$ cat src/rtl/ipc_doorbell_pkg.sv
package ipc_doorbell_pkg;

   // Which register a bus address points at
   typedef enum logic [1:0] {
      SEL_NONE = 2'd0,
      SEL_RAISE = 2'd1,
      SEL_ACK = 2'd2
   } reg_sel_e;

endpackage

$ cat src/rtl/ipc_addr_decode.sv
module ipc_addr_decode
   import ipc_doorbell_pkg::*;
#(
   parameter int ADDR_W = 8,
   parameter logic [ADDR_W-1:0] RAISE_OFFS = '0,
   parameter logic [ADDR_W-1:0] ACK_OFFS = ADDR_W'(4)
) (
   input  logic [ADDR_W-1:0] addr_i,
   output reg_sel_e          sel_o
);

   initial begin
      if (RAISE_OFFS == ACK_OFFS)
         $error("ipc_addr_decode: both registers share one offset");
   end

   always_comb begin
      if (addr_i == RAISE_OFFS)
         sel_o = SEL_RAISE;
      else if (addr_i == ACK_OFFS)
         sel_o = SEL_ACK;
      else
         sel_o = SEL_NONE;
   end

endmodule

$ cat src/rtl/ipc_flag_bank.sv
module ipc_flag_bank #(
   parameter int NUM_SRC = 28
) (
   input  logic               clk_i,
   input  logic               rst_ni,
   input  logic [NUM_SRC-1:0] set_i,
   input  logic [NUM_SRC-1:0] clr_i,
   output logic [NUM_SRC-1:0] flags_o
);

   initial begin
      if (NUM_SRC < 1)
         $error("ipc_flag_bank: NUM_SRC must be at least 1");
   end

   // One storage cell per source; a set wins over a clear that lands in the same cycle
   for (genvar b = 0; b < NUM_SRC; b++) begin : g_cell
      always_ff @(posedge clk_i) begin
         if (!rst_ni)
            flags_o[b] <= 1'b0;
         else if (set_i[b])
            flags_o[b] <= 1'b1;
         else if (clr_i[b])
            flags_o[b] <= 1'b0;
      end
   end

   // raised bits read as set afterwards
   a_r2_set_sticks: assert property (@(posedge clk_i) disable iff (!rst_ni)
      (set_i != '0) |=> ((flags_o & $past(set_i)) == $past(set_i)));

   // acknowledged bits (not raised at the same time) read as clear afterwards
   a_r3_clear_sticks: assert property (@(posedge clk_i) disable iff (!rst_ni)
      ((clr_i & ~set_i) != '0) |=> ((flags_o & $past(clr_i & ~set_i)) == '0));

   // a bit touched by neither port keeps its value
   a_r2_r3_untouched_hold: assert property (@(posedge clk_i) disable iff (!rst_ni)
      ((set_i | clr_i) == '0) |=> $stable(flags_o));

endmodule

$ cat src/rtl/ipc_strobe_gen.sv
module ipc_strobe_gen (
   input  logic clk_i,
   input  logic rst_ni,
   input  logic fire_i,
   output logic pulse_o
);

   // No storage beyond one cycle: each fire gives exactly one high cycle
   always_ff @(posedge clk_i) begin
      if (!rst_ni)
         pulse_o <= 1'b0;
      else
         pulse_o <= fire_i;
   end

endmodule

$ cat src/rtl/ipc_read_port.sv
module ipc_read_port
   import ipc_doorbell_pkg::*;
#(
   parameter int DATA_W = 32,
   parameter int FLAG_LSB = 4,
   parameter int READ_LAT = 1,
   localparam int NUM_SRC = DATA_W - FLAG_LSB
) (
   input  logic               clk_i,
   input  logic               rst_ni,
   input  logic               rd_i,
   input  reg_sel_e           sel_i,
   input  logic [NUM_SRC-1:0] flags_i,
   output logic [DATA_W-1:0]  rdata_o
);

   logic [DATA_W-1:0] view;

   initial begin
      if (READ_LAT != 0 && READ_LAT != 1)
         $error("ipc_read_port: READ_LAT must be 0 or 1");
   end

   // Both mapped registers show the same flags; the low bits always read as zero
   always_comb begin
      if (sel_i == SEL_NONE)
         view = '0;
      else
         view = {flags_i, {FLAG_LSB{1'b0}}};
   end

   if (READ_LAT == 1) begin : g_reg
      always_ff @(posedge clk_i) begin
         if (!rst_ni)
            rdata_o <= '0;
         else if (rd_i)
            rdata_o <= view;
      end

      // read data holds between reads
      a_r4_hold_between_reads: assert property (@(posedge clk_i) disable iff (!rst_ni)
         !rd_i |=> $stable(rdata_o));

      // an unmapped read returns zero
      a_r7_unmapped_zero: assert property (@(posedge clk_i) disable iff (!rst_ni)
         (rd_i && sel_i == SEL_NONE) |=> (rdata_o == '0));

      // the reserved low field never reads as one
      a_r4_low_bits_zero: assert property (@(posedge clk_i) disable iff (!rst_ni)
         rdata_o[FLAG_LSB-1:0] == '0);
   end else begin : g_comb
      assign rdata_o = rd_i ? view : '0;
   end

endmodule

$ cat src/rtl/ipc_doorbell.sv
module ipc_doorbell
   import ipc_doorbell_pkg::*;
#(
   parameter int DATA_W = 32,
   parameter int FLAG_LSB = 4,
   parameter int ADDR_W = 8,
   parameter logic [ADDR_W-1:0] RAISE_OFFS = '0,
   parameter logic [ADDR_W-1:0] ACK_OFFS = ADDR_W'(4),
   parameter int READ_LAT = 1,
   localparam int NUM_SRC = DATA_W - FLAG_LSB
) (
   input  logic               clk_i,
   input  logic               rst_ni,
   input  logic               bus_wr_i,
   input  logic               bus_rd_i,
   input  logic [ADDR_W-1:0]  bus_addr_i,
   input  logic [DATA_W-1:0]  bus_wdata_i,
   output logic [DATA_W-1:0]  bus_rdata_o,
   output logic               irq_pulse_o,
   output logic [NUM_SRC-1:0] flags_o
);

   reg_sel_e           sel;
   logic [NUM_SRC-1:0] set_vec;
   logic [NUM_SRC-1:0] clr_vec;
   logic               fire;

   initial begin
      if (FLAG_LSB < 1 || FLAG_LSB >= DATA_W)
         $error("ipc_doorbell: FLAG_LSB must leave room for the strobe and one flag");
   end

   ipc_addr_decode #(
      .ADDR_W    (ADDR_W),
      .RAISE_OFFS(RAISE_OFFS),
      .ACK_OFFS  (ACK_OFFS)
   ) i_decode (
      .addr_i(bus_addr_i),
      .sel_o (sel)
   );

   assign set_vec = (bus_wr_i && sel == SEL_RAISE) ? bus_wdata_i[DATA_W-1:FLAG_LSB] : '0;
   assign clr_vec = (bus_wr_i && sel == SEL_ACK) ? bus_wdata_i[DATA_W-1:FLAG_LSB] : '0;
   assign fire    = bus_wr_i && sel == SEL_RAISE && bus_wdata_i[0];

   ipc_flag_bank #(
      .NUM_SRC(NUM_SRC)
   ) i_flags (
      .clk_i  (clk_i),
      .rst_ni (rst_ni),
      .set_i  (set_vec),
      .clr_i  (clr_vec),
      .flags_o(flags_o)
   );

   ipc_strobe_gen i_strobe (
      .clk_i  (clk_i),
      .rst_ni (rst_ni),
      .fire_i (fire),
      .pulse_o(irq_pulse_o)
   );

   ipc_read_port #(
      .DATA_W  (DATA_W),
      .FLAG_LSB(FLAG_LSB),
      .READ_LAT(READ_LAT)
   ) i_read (
      .clk_i  (clk_i),
      .rst_ni (rst_ni),
      .rd_i   (bus_rd_i),
      .sel_i  (sel),
      .flags_i(flags_o),
      .rdata_o(bus_rdata_o)
   );

   // without a write the flag port does not move
   a_r8_flags_need_write: assert property (@(posedge clk_i) disable iff (!rst_ni)
      !bus_wr_i |=> $stable(flags_o));

   // every high pulse cycle traces back to a raise-view strobe write
   a_r5_pulse_has_cause: assert property (@(posedge clk_i) disable iff (!rst_ni)
      irq_pulse_o |-> $past(bus_wr_i && bus_addr_i == RAISE_OFFS && bus_wdata_i[0]));

   // a pulse does not outlive its cause
   a_r6_no_stretch: assert property (@(posedge clk_i) disable iff (!rst_ni)
      (irq_pulse_o && !(bus_wr_i && bus_addr_i == RAISE_OFFS && bus_wdata_i[0]))
      |=> !irq_pulse_o);

   // the low field of an acknowledge write never fires the interrupt
   a_r10_ack_low_inert: assert property (@(posedge clk_i) disable iff (!rst_ni)
      (bus_wr_i && bus_addr_i == ACK_OFFS && bus_wdata_i[FLAG_LSB-1:0] != '0)
      |=> !irq_pulse_o);

   // writes to an unmapped offset change no flag
   a_r7_unmapped_write_inert: assert property (@(posedge clk_i) disable iff (!rst_ni)
      (bus_wr_i && bus_addr_i != RAISE_OFFS && bus_addr_i != ACK_OFFS) |=> $stable(flags_o));

endmodule

$ cat config.mk
export PLATFORM = sky130hd
export DESIGN_NAME = ipc_doorbell
export DESIGN_NICKNAME = d
export VERILOG_FILES = /design/src/rtl/ipc_doorbell_pkg.sv /design/src/rtl/ipc_addr_decode.sv /design/src/rtl/ipc_flag_bank.sv /design/src/rtl/ipc_strobe_gen.sv /design/src/rtl/ipc_read_port.sv /design/src/rtl/ipc_doorbell.sv
export SDC_FILE = /design/constraint.sdc
export NUM_CORES = 1
export LEC_CHECK = 0
export BUFFER_PORTS_ARGS = -buffer_cell sky130_fd_sc_hd__buf_4
export CAP_MARGIN = 25
export CORE_MARGIN = 4
export CORE_UTILIZATION = 25
export CTS_CLUSTER_SIZE = 24
export DETAILED_ROUTE_END_ITERATION = 6
export SKIP_LAST_GASP = 1
export SYNTH_ARGS = -nofsm -noshare
export SYNTH_HDL_FRONTEND = slang
export SYNTH_SLANG_ARGS = --single-unit
$ cat constraint.sdc
create_clock -name clk_i -period 2.5 [get_ports clk_i]
set_input_delay 0.125 -clock clk_i [delete_from_list [all_inputs] [get_ports clk_i]]
set_output_delay 0.125 -clock clk_i [all_outputs]
set_load 0.005 [all_outputs]
==> out/results.tsv <==
stage	metric	value	unit
final_layout	n_diodes	0	
floorplan	row cnt	34	
hold_path	Hold Path Depth	2	
route	DR WL/cell	17.4	um
hold_path	hold path endpoint	i_flags.flags_o[16]	
route	DRT antenna net count	0	
worst_setup_path	Reg2Reg Capture Point	i_read.rdata_o[4]	
worst_setup_path	Critical Path Slowest Stage Cell	nor4b_4	
worst_setup_path	R2R setup slack	1800	ps
timing	Max-slew headroom	0.602	
pwr	Pleak	1.32	nW
floorplan	area of the core	0.00885	mm^2
synthesis	most frequent cell after synthesis	dfxtp_1	
worst_setup_path	Worst Path Required	2770	ps
worst_setup_path	CP Cell Sequence	buf_4, nor4b_4, buf_4, and4b_1, buf_4, a32o_1	
placement	Place WS	777	ps
cts	Inserted Clock Buffers	9	
final_layout	share of cells above drive strength 1	0.385	
synthesis	Avg Inst Size Synth	11.2	um^2
final_layout	final instance area	0.00338	mm^2
cts	Reg clk slew, reported paths	60	ps
worst_setup_path	R2R depth	2	
cts	htree depth	3	
timing	post-route setup slack	1140	ps
route	overall routed net length	7340	um
route	via count	2213	
synthesis	top cells by area, synth	dfxtp_1 50%, a32o_1 12%, a32oi_1 11%	
floorplan	Die Area	0.0108	mm^2
worst_setup_path	Buf+Inv Stages, Crit Path	3	
timing	Final Skew	4.97	ps
timing	Achievable Freq	733	MHz
cts	TritonCTS Sinks	57	
synthesis	Yosys top cell area share	0.496	
floorplan	chip width	104	um
grt	vias in the first global route	2253	
pwr	maximum vdd drop	0.200	mV
synthesis	Syn Inst Count	205	
floorplan	Top Ports	105	
synthesis	count of cell types in the netlist	17	
synthesis	register area share after synthesis	0.496	
hold_path	HP Class	in2reg	
floorplan	die height	104	um
pwr	P per Cell Area	541	mW/mm^2
synthesis	Cell Area, Synth	0.00230	mm^2
synthesis	Post-synth ARST share	0	
grt	remaining global-route overflow	0	
hold_path	Hold Startpoint	bus_wdata_i[20]	
cts	CTS Buffer Depth	2	
worst_setup_path	kind of end point of the critical path	flip-flop	
placement	Post-DP HPWL	4460	um
worst_setup_path	worst-path fanout max	15	
route	DRC	0	
final_layout	Final Util	0.382	
cts	Worst-Skew Late Latency	330	ps
worst_setup_path	Slowest Stage Delay on Critical Path	440	ps
timing	Fin. Hold Viols	0	
final_layout	Syn-to-layout area delta	46.9	%
synthesis	synth warn	0	
timing	Slew @ Worst Pin	596	ps
cts	CTS tree	done	
synthesis	commonest cells in the netlist	57 x dfxtp_1, 28 x a32o_1, 28 x a32oi_1, 28 x nand4_1, 28 x nor2b_1	
synthesis	Seq cells post-synth	57	
worst_setup_path	Crit Reg-Reg Startpoint	i_flags.flags_o[0]	
route	first-pass detailed-route iteration total	4	
synthesis	area leader, netlist	dfxtp_1	
synthesis	number of synthesized flops with an enable pin	0	
grt	first-pass GRT wire length	12000	um
grt	initial antenna violation count	0	
worst_setup_path	Crit path max-delay family	simple AND/OR/NAND/NOR gates	
timing	WHS	21.1	ps
grt	pin count of the biggest net entering global routing	58	
placement	dpl cell area	0.00304	mm^2
timing	setup violators final	0	
cts	post_cts resized	0	
timing	Final Max Tran Viols	0	
timing	setup TNS	0	ps
worst_setup_path	crit path DAT	1630	ps
placement	GP Congestion	0.669	
timing	Period minus WS final	1360	ps
grt	gr usage total	0.137	
route	via/cell ratio	5.24	
outcome	run status	completed	
cts	Root Buffer	clkbuf_8	
synthesis	top_reg_cell synth	dfxtp_1	
placement	I/O Buffers	97	
route	DR iter-0 viols	116	
final_layout	fillers	893	
run	Max Cap Viol	0	
worst_setup_path	crit path launch type	primary input	
floorplan	Initial Utilization	0.260	
worst_setup_path	Crit Path Class	in2reg	
final_layout	Final #Nets	353	
timing	RSZ-0062 raised after global routing	false	
worst_setup_path	CP most frequent cell	buf_4	
timing	period utilization	0.545	
## final cells by class
class	instances	area, um^2	area share
Clock buffer	13	159	0.0471
Inverter	1	3.75	0.00111
Sequential cell	57	1140	0.338
Multi-Input combinational cell	121	976	0.289
Tap cell	108	135	0.0400
Clock inverter	3	15.0	0.00445
Timing Repair Buffer	119	946	0.280
## sequential cells by signal, indices dropped and copies added (netlist names)
name	cells
i_flags.flags_o	28
i_read.rdata_o	28
i_strobe.pulse_o	1
## how the worst max path moves through the flow
stage | from | end | depth (start not counted) | slack [ps]
after CTS | bus_addr_i[3] | i_flags.flags_o[17] | 6 | 1130
after global routing | bus_addr_i[3] | i_flags.flags_o[13] | 6 | 1030
after global placement | bus_addr_i[3] | i_flags.flags_o[12] | 6 | 810
after detailed placement | bus_addr_i[3] | i_flags.flags_o[17] | 6 | 780
final | bus_addr_i[3] | i_flags.flags_o[13] | 6 | 1140
after floorplan | bus_addr_i[7] | i_flags.flags_o[0] | 5 | 1310
## cells in the final DEF (no fill, tap or decap), drive strengths merged
master / count
a32o: 28
a32oi: 28
and2: 1
and4b: 1
buf: 103
clkbuf: 13
clkinv: 3
conb: 4
dfxtp: 57
dlygate4sd3: 16
inv: 1
nand4: 28
nor2b: 28
nor4: 1
nor4b: 2
## per-stage QoR
stage,cells,power [mW]
CTS,422,1.86
detailed placement,390,1.05
floorplan,208,0.985
global route,422,1.91
global placement,390,1.05
finish,422,1.83
## power breakdown
part	internal [mW]	switching, mW	leakage [nW]
clock	0.410	0.364	0.0932
sequential	0.908	0.000474	0.459
combinational	0.0713	0.0732	0.763
## cell families (layout without fill, tap and decap cells)
group / count (synthesis) / in the layout / synth area share
AOI/OAI and AO/OA: 56 / 56 / 0.229
buffers and inverters: 30 / 136 / 0.0876
and+or+nand+nor: 61 / 61 / 0.186
DFF: 57 / 57 / 0.496
other: 1 / 4 / 0.00163
## routing by layer
layer	global-route usage	wire, um	share of wire	vias up
met2	0.213	3360	0.46	87
met4	0.0484	74	0.010	0
met5	0	0	0	-
li1	-	-	-	1036
met3	0.0453	477	0.065	5
met1	0.178	3420	0.47	1085
## repair_timing
action | 4_1_cts | 5_1_grt
hold buffers | 16 | 0
hold endpoints to repair | 16 | 0
setup buffers | 0 | 0
Note: power is estimated with default switching activity, not from simulation.
